===== config.mk =====
export PLATFORM = sky130hd
export DESIGN_NAME = cfg_update_ctrl
export DESIGN_NICKNAME = d
export VERILOG_FILES = /design/src/rtl/cfgu_pkg.sv /design/src/rtl/cfgu_bank.sv /design/src/rtl/cfgu_wdog.sv /design/src/rtl/cfgu_seq.sv /design/src/rtl/cfg_update_ctrl.sv
export SDC_FILE = /design/constraint.sdc
export NUM_CORES = 1
export LEC_CHECK = 0
export ABC_CLOCK_PERIOD_IN_PS = 20800
export BUFFER_PORTS_ARGS = -buffer_cell sky130_fd_sc_hd__buf_2
export CORE_MARGIN = 2
export CORE_UTILIZATION = 40
export DETAILED_ROUTE_END_ITERATION = 10
export PLACE_DENSITY = 0.65
export REMOVE_ABC_BUFFERS = 1
export SLEW_MARGIN = 20
export SYNTH_ARGS = -nofsm -noshare
export SYNTH_HDL_FRONTEND = slang
export SYNTH_SLANG_ARGS = --single-unit

===== constraint.sdc =====
create_clock -name clk_i -period 20.8 [get_ports clk_i]
set_clock_uncertainty 0.15 [all_clocks]
set_input_delay 5.2 -clock clk_i [delete_from_list [all_inputs] [get_ports clk_i]]
set_output_delay 5.2 -clock clk_i [all_outputs]
set_load 0.03 [all_outputs]

===== src/rtl/cfgu_pkg.sv =====
package cfgu_pkg;

    localparam int DATA_W = 32;
    localparam int SEL_W  = 3;
    localparam int STAT_W = 5;
    localparam int WDOG_W = 12;

    localparam logic [SEL_W-1:0] P_STATUS = 3'd0;
    localparam logic [SEL_W-1:0] P_LIMIT  = 3'd1;
    localparam logic [SEL_W-1:0] P_WDEN   = 3'd2;
    localparam logic [SEL_W-1:0] P_PAGE   = 3'd3;
    localparam logic [SEL_W-1:0] P_MODE   = 3'd4;

    typedef logic [DATA_W-1:0] word_t;
    typedef logic [SEL_W-1:0]  sel_t;

    typedef struct packed {
        logic [STAT_W-1:0] status;
        logic [WDOG_W-1:0] limit;
        logic              wd_en;
        logic [DATA_W-1:0] page;
        logic              app_mode;
    } bank_t;

    typedef enum logic [1:0] {
        ST_IDLE,
        ST_READ,
        ST_WRITE,
        ST_RCFG
    } seq_st_e;

    // Zero-extended view of one field.
    function automatic word_t bank_get(bank_t b, sel_t s);
        word_t r;
        r = '0;
        case (s)
            P_STATUS: r[STAT_W-1:0] = b.status;
            P_LIMIT:  r[WDOG_W-1:0] = b.limit;
            P_WDEN:   r[0]          = b.wd_en;
            P_PAGE:   r             = b.page;
            P_MODE:   r[0]          = b.app_mode;
            default:  r             = '0;
        endcase
        return r;
    endfunction

    // Bank with one field replaced by the low-order bits of v.
    function automatic bank_t bank_put(bank_t b, sel_t s, word_t v);
        bank_t r;
        r = b;
        case (s)
            P_STATUS: r.status   = v[STAT_W-1:0];
            P_LIMIT:  r.limit    = v[WDOG_W-1:0];
            P_WDEN:   r.wd_en    = v[0];
            P_PAGE:   r.page     = v;
            P_MODE:   r.app_mode = v[0];
            default:  r          = b;
        endcase
        return r;
    endfunction

endpackage


===== src/rtl/cfgu_bank.sv =====
module cfgu_bank
    import cfgu_pkg::*;
(
    input  logic  clk_i,
    input  logic  rst_i,
    input  logic  wr_en_i,
    input  sel_t  wr_sel_i,
    input  word_t wr_data_i,
    input  logic  load_en_i,
    input  bank_t load_val_i,
    output bank_t val_o
);

    bank_t bank_d, bank_q;

    always_comb begin
        bank_d = bank_q;
        if (load_en_i) begin
            bank_d = load_val_i;
        end else if (wr_en_i) begin
            bank_d = bank_put(bank_q, wr_sel_i, wr_data_i);
        end
    end

    always_ff @(posedge clk_i or posedge rst_i) begin
        if (rst_i) begin
            bank_q <= '0;
        end else begin
            bank_q <= bank_d;
        end
    end

    assign val_o = bank_q;

endmodule


===== src/rtl/cfgu_wdog.sv =====
module cfgu_wdog
    import cfgu_pkg::*;
(
    input  logic              clk_i,
    input  logic              rst_i,
    input  logic              en_i,
    input  logic [WDOG_W-1:0] limit_i,
    input  logic              restart_i,
    input  logic              clr_i,
    output logic              tmo_o
);

    typedef struct packed {
        logic [WDOG_W-1:0] cnt;
        logic              clr_prev;
        logic              tmo;
    } wd_s;

    wd_s wd_d, wd_q;
    logic clr_fall;

    assign clr_fall = wd_q.clr_prev & ~clr_i;

    always_comb begin
        wd_d          = wd_q;
        wd_d.clr_prev = clr_i;
        wd_d.tmo      = 1'b0;
        if (restart_i || clr_fall) begin
            wd_d.cnt = '0;
        end else if (!en_i) begin
            wd_d.cnt = '0;
        end else if (wd_q.cnt == limit_i) begin
            wd_d.cnt = '0;
            wd_d.tmo = 1'b1;
        end else begin
            wd_d.cnt = wd_q.cnt + 1'b1;
        end
    end

    always_ff @(posedge clk_i or posedge rst_i) begin
        if (rst_i) begin
            wd_q <= '0;
        end else begin
            wd_q <= wd_d;
        end
    end

    assign tmo_o = wd_q.tmo;

endmodule


===== src/rtl/cfgu_seq.sv =====
module cfgu_seq
    import cfgu_pkg::*;
#(
    parameter int OP_LAT   = 4,
    parameter int RCFG_LAT = 6
) (
    input  logic  clk_i,
    input  logic  rst_i,
    input  logic  rd_req_i,
    input  logic  wr_req_i,
    input  logic  reconf_req_i,
    input  sel_t  sel_i,
    input  logic  bank_ctl_i,
    input  word_t wdata_i,
    input  logic  app_mode_i,
    input  bank_t ctl_val_i,
    input  bank_t upd_val_i,
    output logic  upd_wr_o,
    output sel_t  upd_sel_o,
    output word_t upd_data_o,
    output logic  rcfg_fire_o,
    output logic  busy_o,
    output word_t rdata_o,
    output logic  reconf_o
);

    localparam int MAX_LAT = (OP_LAT > RCFG_LAT) ? OP_LAT : RCFG_LAT;
    localparam int CNT_W   = $clog2(MAX_LAT + 1);

    typedef struct packed {
        seq_st_e           st;
        logic [CNT_W-1:0]  cnt;
        logic              rd_prev;
        logic              wr_prev;
        sel_t              sel;
        logic              bank;
        word_t             data;
        word_t             rdata;
        logic              done;
    } seq_s;

    seq_s sq_d, sq_q;
    logic rd_go, wr_go;

    assign rd_go = rd_req_i & ~sq_q.rd_prev;
    assign wr_go = wr_req_i & ~sq_q.wr_prev & ~app_mode_i;

    always_comb begin
        sq_d         = sq_q;
        sq_d.rd_prev = rd_req_i;
        sq_d.wr_prev = wr_req_i;
        sq_d.done    = 1'b0;
        upd_wr_o     = 1'b0;
        rcfg_fire_o  = 1'b0;
        case (sq_q.st)
            ST_IDLE: begin
                if (reconf_req_i) begin
                    sq_d.st    = ST_RCFG;
                    sq_d.cnt   = CNT_W'(RCFG_LAT - 1);
                    sq_d.rdata = '0;
                end else if (wr_go) begin
                    sq_d.st    = ST_WRITE;
                    sq_d.cnt   = CNT_W'(OP_LAT - 1);
                    sq_d.sel   = sel_i;
                    sq_d.data  = wdata_i;
                    sq_d.rdata = '0;
                end else if (rd_go) begin
                    sq_d.st    = ST_READ;
                    sq_d.cnt   = CNT_W'(OP_LAT - 1);
                    sq_d.sel   = sel_i;
                    sq_d.bank  = bank_ctl_i;
                    sq_d.rdata = '0;
                end
            end
            ST_READ: begin
                if (sq_q.cnt == '0) begin
                    sq_d.st    = ST_IDLE;
                    sq_d.rdata = sq_q.bank ? bank_get(ctl_val_i, sq_q.sel)
                                           : bank_get(upd_val_i, sq_q.sel);
                end else begin
                    sq_d.cnt = sq_q.cnt - 1'b1;
                end
            end
            ST_WRITE: begin
                if (sq_q.cnt == '0) begin
                    sq_d.st  = ST_IDLE;
                    upd_wr_o = 1'b1;
                end else begin
                    sq_d.cnt = sq_q.cnt - 1'b1;
                end
            end
            ST_RCFG: begin
                if (sq_q.cnt == '0) begin
                    sq_d.st     = ST_IDLE;
                    sq_d.done   = 1'b1;
                    rcfg_fire_o = 1'b1;
                end else begin
                    sq_d.cnt = sq_q.cnt - 1'b1;
                end
            end
            default: sq_d.st = ST_IDLE;
        endcase
    end

    always_ff @(posedge clk_i or posedge rst_i) begin
        if (rst_i) begin
            sq_q    <= '0;
            sq_q.st <= ST_IDLE;
        end else begin
            sq_q <= sq_d;
        end
    end

    assign upd_sel_o  = sq_q.sel;
    assign upd_data_o = sq_q.data;
    assign busy_o     = (sq_q.st != ST_IDLE);
    assign rdata_o    = sq_q.rdata;
    assign reconf_o   = sq_q.done;

endmodule


===== src/rtl/cfg_update_ctrl.sv =====
module cfg_update_ctrl
    import cfgu_pkg::*;
#(
    parameter int OP_LAT   = 4,
    parameter int RCFG_LAT = 6
) (
    input  logic                        clk_i,
    input  logic                        rst_i,
    input  logic                        rd_req_i,
    input  logic                        wr_req_i,
    input  logic [cfgu_pkg::SEL_W-1:0]  sel_i,
    input  logic                        bank_ctl_i,
    input  logic [cfgu_pkg::DATA_W-1:0] wdata_i,
    input  logic                        reconf_req_i,
    input  logic                        wdog_clr_i,
    output logic                        busy_o,
    output logic [cfgu_pkg::DATA_W-1:0] rdata_o,
    output logic                        reconf_o,
    output logic                        wdog_tmo_o
);

    localparam int CTL = 0;
    localparam int UPD = 1;

    bank_t bank_val [2];
    logic  upd_wr;
    sel_t  upd_sel;
    word_t upd_data;
    logic  rcfg_fire;
    logic  app_mode;

    assign app_mode = bank_val[CTL].app_mode;

    for (genvar gi = 0; gi < 2; gi++) begin : g_bank
        cfgu_bank u_bank (
            .clk_i      (clk_i),
            .rst_i      (rst_i),
            .wr_en_i    ((gi == UPD) ? upd_wr : 1'b0),
            .wr_sel_i   (upd_sel),
            .wr_data_i  (upd_data),
            .load_en_i  ((gi == CTL) ? rcfg_fire : 1'b0),
            .load_val_i (bank_val[UPD]),
            .val_o      (bank_val[gi])
        );
    end

    cfgu_seq #(
        .OP_LAT   (OP_LAT),
        .RCFG_LAT (RCFG_LAT)
    ) u_seq (
        .clk_i        (clk_i),
        .rst_i        (rst_i),
        .rd_req_i     (rd_req_i),
        .wr_req_i     (wr_req_i),
        .reconf_req_i (reconf_req_i),
        .sel_i        (sel_i),
        .bank_ctl_i   (bank_ctl_i),
        .wdata_i      (wdata_i),
        .app_mode_i   (app_mode),
        .ctl_val_i    (bank_val[CTL]),
        .upd_val_i    (bank_val[UPD]),
        .upd_wr_o     (upd_wr),
        .upd_sel_o    (upd_sel),
        .upd_data_o   (upd_data),
        .rcfg_fire_o  (rcfg_fire),
        .busy_o       (busy_o),
        .rdata_o      (rdata_o),
        .reconf_o     (reconf_o)
    );

    cfgu_wdog u_wdog (
        .clk_i     (clk_i),
        .rst_i     (rst_i),
        .en_i      (bank_val[CTL].wd_en),
        .limit_i   (bank_val[CTL].limit),
        .restart_i (rcfg_fire),
        .clr_i     (wdog_clr_i),
        .tmo_o     (wdog_tmo_o)
    );

endmodule


==> impl_results.md <==
* Most numerous cell in the Yosys netlist: dfrtp_1
* Full die area at 22600 um2
* DRT antenna net count at 0
* Internal power at about 800 uW
* Standard-cell rows at 53
* Seq/Total Area, Yosys at 0.561
* Pwr/cell area at 130 nW/um2
* N_diodes at 0
* Worst Path Required at ~15 ns
* CP Capture Point: busy_o
* Synth area leader: dfrtp_1
* Number of enable flip-flop cells after synthesis at 0
* DRT Pass-1 Iters at 4
* IO Count at 77
* Hold crit path type: reg2reg
* Global route overflow at 0
* Synth Warn # at 0
* Flop2flop setup slack at 17.84 ns
* Number of max-cap violations at 0
* Antenna violations before repair at 0
* Clock power frac at 0.251
* Total CTS buffers at 17
* Die height at 150 um
* Total track usage at 0.163
* Fin. Hold Viols at 0
* CTS resizes at 0
* H-Tree Depth at 4
* Critical-path cell list: nor2_1 > inv_1 > buf_2
* Post-Route WL at between 15 and 20 mm
* Synth cell count leaders: 192 x dfrtp_1, 161 x nand2_1, 115 x mux2_2, 34 x nor2_1, 33 x buf_4
* Combinational power share at 0.287
* Yosys cell types at 45
* Peak VDD IR at 0.0657 mV
* Global-route wire length before repair at roughly 29 mm
* CP startpoint: u_seq.sq_q[74]$_DFFE_PP0P_
* Slowest cell delay on critical path at 0.49 ns
* Post-route cell area at 9490 um2
* Via count at 5298
* CP Max Fanout at 11
* Kind of critical path: reg2out
* I/O Buffers at 76
* Crit. End Element: primary output
* Share of layout cells above drive strength 1 at 0.315
* Worst r2r src: u_seq.sq_q[71]$_DFFE_PP0P_
* Status: finished, final reports clean
* Largest net degree at the start of global routing at about 130
* Clock buffer depth at 2
* Initial Util at 0.407
* Worst slew pin tran at 1.10 ns
* R2R Path End: g_bank[1].u_bank.val_o[21]$_DFFE_PP0P_
* Iteration-0 DRC Markers at between 300 and 400
* Psw at 422 uW
* Pleak at 0.00467 uW
* RSZ-0062 raised after global routing: false
* Synth top area cells: dfrtp_1 56%, mux2_2 15%, nand2_1 7.1%
* Area Overhead vs Synth at 10.8%
* Placed cell area at 8940 um2
* Core ar. at 21000 um2
* Routed len/inst at roughly 16 um
* Sequential power share at 0.462
* Minimum clock period at 6.91 ns
* Fraction of power spent switching nets at 0.343
* CP max stage cell: dfrtp_1
* Reg clk slew, reported paths at 0.06 ns
* Syn_area_per_cell at 11.8 um2
* Ys flop type: dfrtp_1
* CTS tree: yes
* Die Wd at 150 um
* DRC Markers at 0
* Vias per Instance at 5.06
* Fmax achieved at 145 MHz
* Fin. max-slew vios at 0
* Critical Path AT at ~1.6 ns
* FF+latch count, synth at 192
* Gpl congestion at 0.771
* Asr flop ratio synth at 1.00
* Post-DP HPWL at 10.5 mm
* CTS Hold Buffers Added at 0
* Worst skew pair latency at around 0.43 ns
* Final setup vio count at 0
* Vias in the first global route at 5411
* Final net count at between 800 and 900
* Synthesized instance count at 726
* Synthesized area at 8560 um2
* Max-slew headroom at 0.265
* Root Buffer: clkbuf_16
* Setup_tns at 0 ns
* Final Cycle Share at 0.332
* R2R cell count at 6
* Postcts setup bufs at 0
* Top cell type's share of synthesized area at 0.561
* TritonCTS sink count at 192
* Type of origin of the critical path: register
[layer usage]
layer | global-route usage | wire [um]
met1 | 0.224 | 8210
met2 | 0.254 | 8100
met3 | 0.0415 | 630
met4 | 0.0481 | 189
met5 | 0 | 0
[power groups by stage]
stage / Clock, uW / Sequential, uW / Combinational [uW]
2_1_floorplan: 0 / 573 / 240
3_3_place_gp: 0 / 574 / 350
5_1_grt: 331 / 588 / 393
4_1_cts: 316 / 570 / 358
3_5_place_dp: 0 / 577 / 357
6_report: 309 / 569 / 354
[stage by stage]
stage	hold slack, ns	std cells	util	worst slack (ns)	total power, uW
after floorplan	0.290	656	-	10.22	812
after global placement	0.303	1015	0.425	13.73	925
after detailed placement	0.308	1015	0.425	13.67	934
after CTS	0.322	1047	0.451	13.89	1240
after global routing	0.347	1047	0.451	13.75	1310
final	0.318	1047	0.451	13.89	1230
[worst max-delay path: cells and delay by family (launching register included)]
kind	cells	cell delay, ns
and+or+nand+nor	1	0.38
buffers and inverters	2	0.25
DFF	1	0.49
[worst min-delay path by stage]
stage | endpoint | slack, ns | start | depth (start not counted)
2_1_floorplan | g_bank[0].u_bank.val_o[2]$_DFFE_PP0P_ | 0.29 | g_bank[0].u_bank.val_o[2]$_DFFE_PP0P_ | 2
3_3_place_gp | g_bank[0].u_bank.val_o[3]$_DFFE_PP0P_ | 0.30 | g_bank[0].u_bank.val_o[3]$_DFFE_PP0P_ | 2
3_5_place_dp | g_bank[0].u_bank.val_o[3]$_DFFE_PP0P_ | 0.31 | g_bank[0].u_bank.val_o[3]$_DFFE_PP0P_ | 2
4_1_cts | u_seq.sq_q[71]$_DFFE_PP0P_ | 0.32 | u_seq.sq_q[71]$_DFFE_PP0P_ | 1
5_1_grt | g_bank[0].u_bank.val_o[47]$_DFFE_PP0P_ | 0.35 | g_bank[0].u_bank.val_o[47]$_DFFE_PP0P_ | 2
6_report | u_seq.sq_q[71]$_DFFE_PP0P_ | 0.32 | u_seq.sq_q[71]$_DFFE_PP0P_ | 1
[layout make-up]
cell class	instances	area [um2]
Fill cell	1949	11500
Sequential cell	192	4810
Multi-Input combinational cell	455	3310
Clock buffer	21	440
Timing Repair Buffer	84	440
Tap cell	275	344
Clock inverter	11	105
Inverter	9	41.3
[cell families after synthesis]
group | count (synthesis) | synth area share
fa+ha+maj | 3 | 0.00439
buf+inv | 79 | 0.0532
compound gates | 36 | 0.0341
mux | 147 | 0.199
xor+xnor | 21 | 0.0215
flops | 192 | 0.561
simple gates | 248 | 0.127
[cells in the final DEF, fill, tap and decap left out, types with 5 or more instances in the layout]
cell type	synthesis	routed
a21oi_1	5	5
a221oi_1	9	9
a32o_1	8	8
buf_2	16	76
buf_4	33	8
clkbuf_16	0	17
dfrtp_1	192	191
inv_1	8	7
mux2_2	115	115
mux2i_1	25	25
mux4_2	7	7
nand2_1	161	160
nand2b_1	5	5
nand3_1	9	8
nor2_1	34	34
nor3_1	16	16
xnor2_1	20	20
[state kept, by name, summed over array words and instances (netlist names)]
name	count
u_seq.reconf_o	1
u_seq.rdata_o	32
u_seq.upd_sel_o	3
u_seq.upd_data_o	32
u_wdog.wd_q	13
g_bank.u_bank.val_o	102
u_seq.sq_q	8
u_wdog.tmo_o	1
No activity file was read; power rests on OpenSTA's default activity.
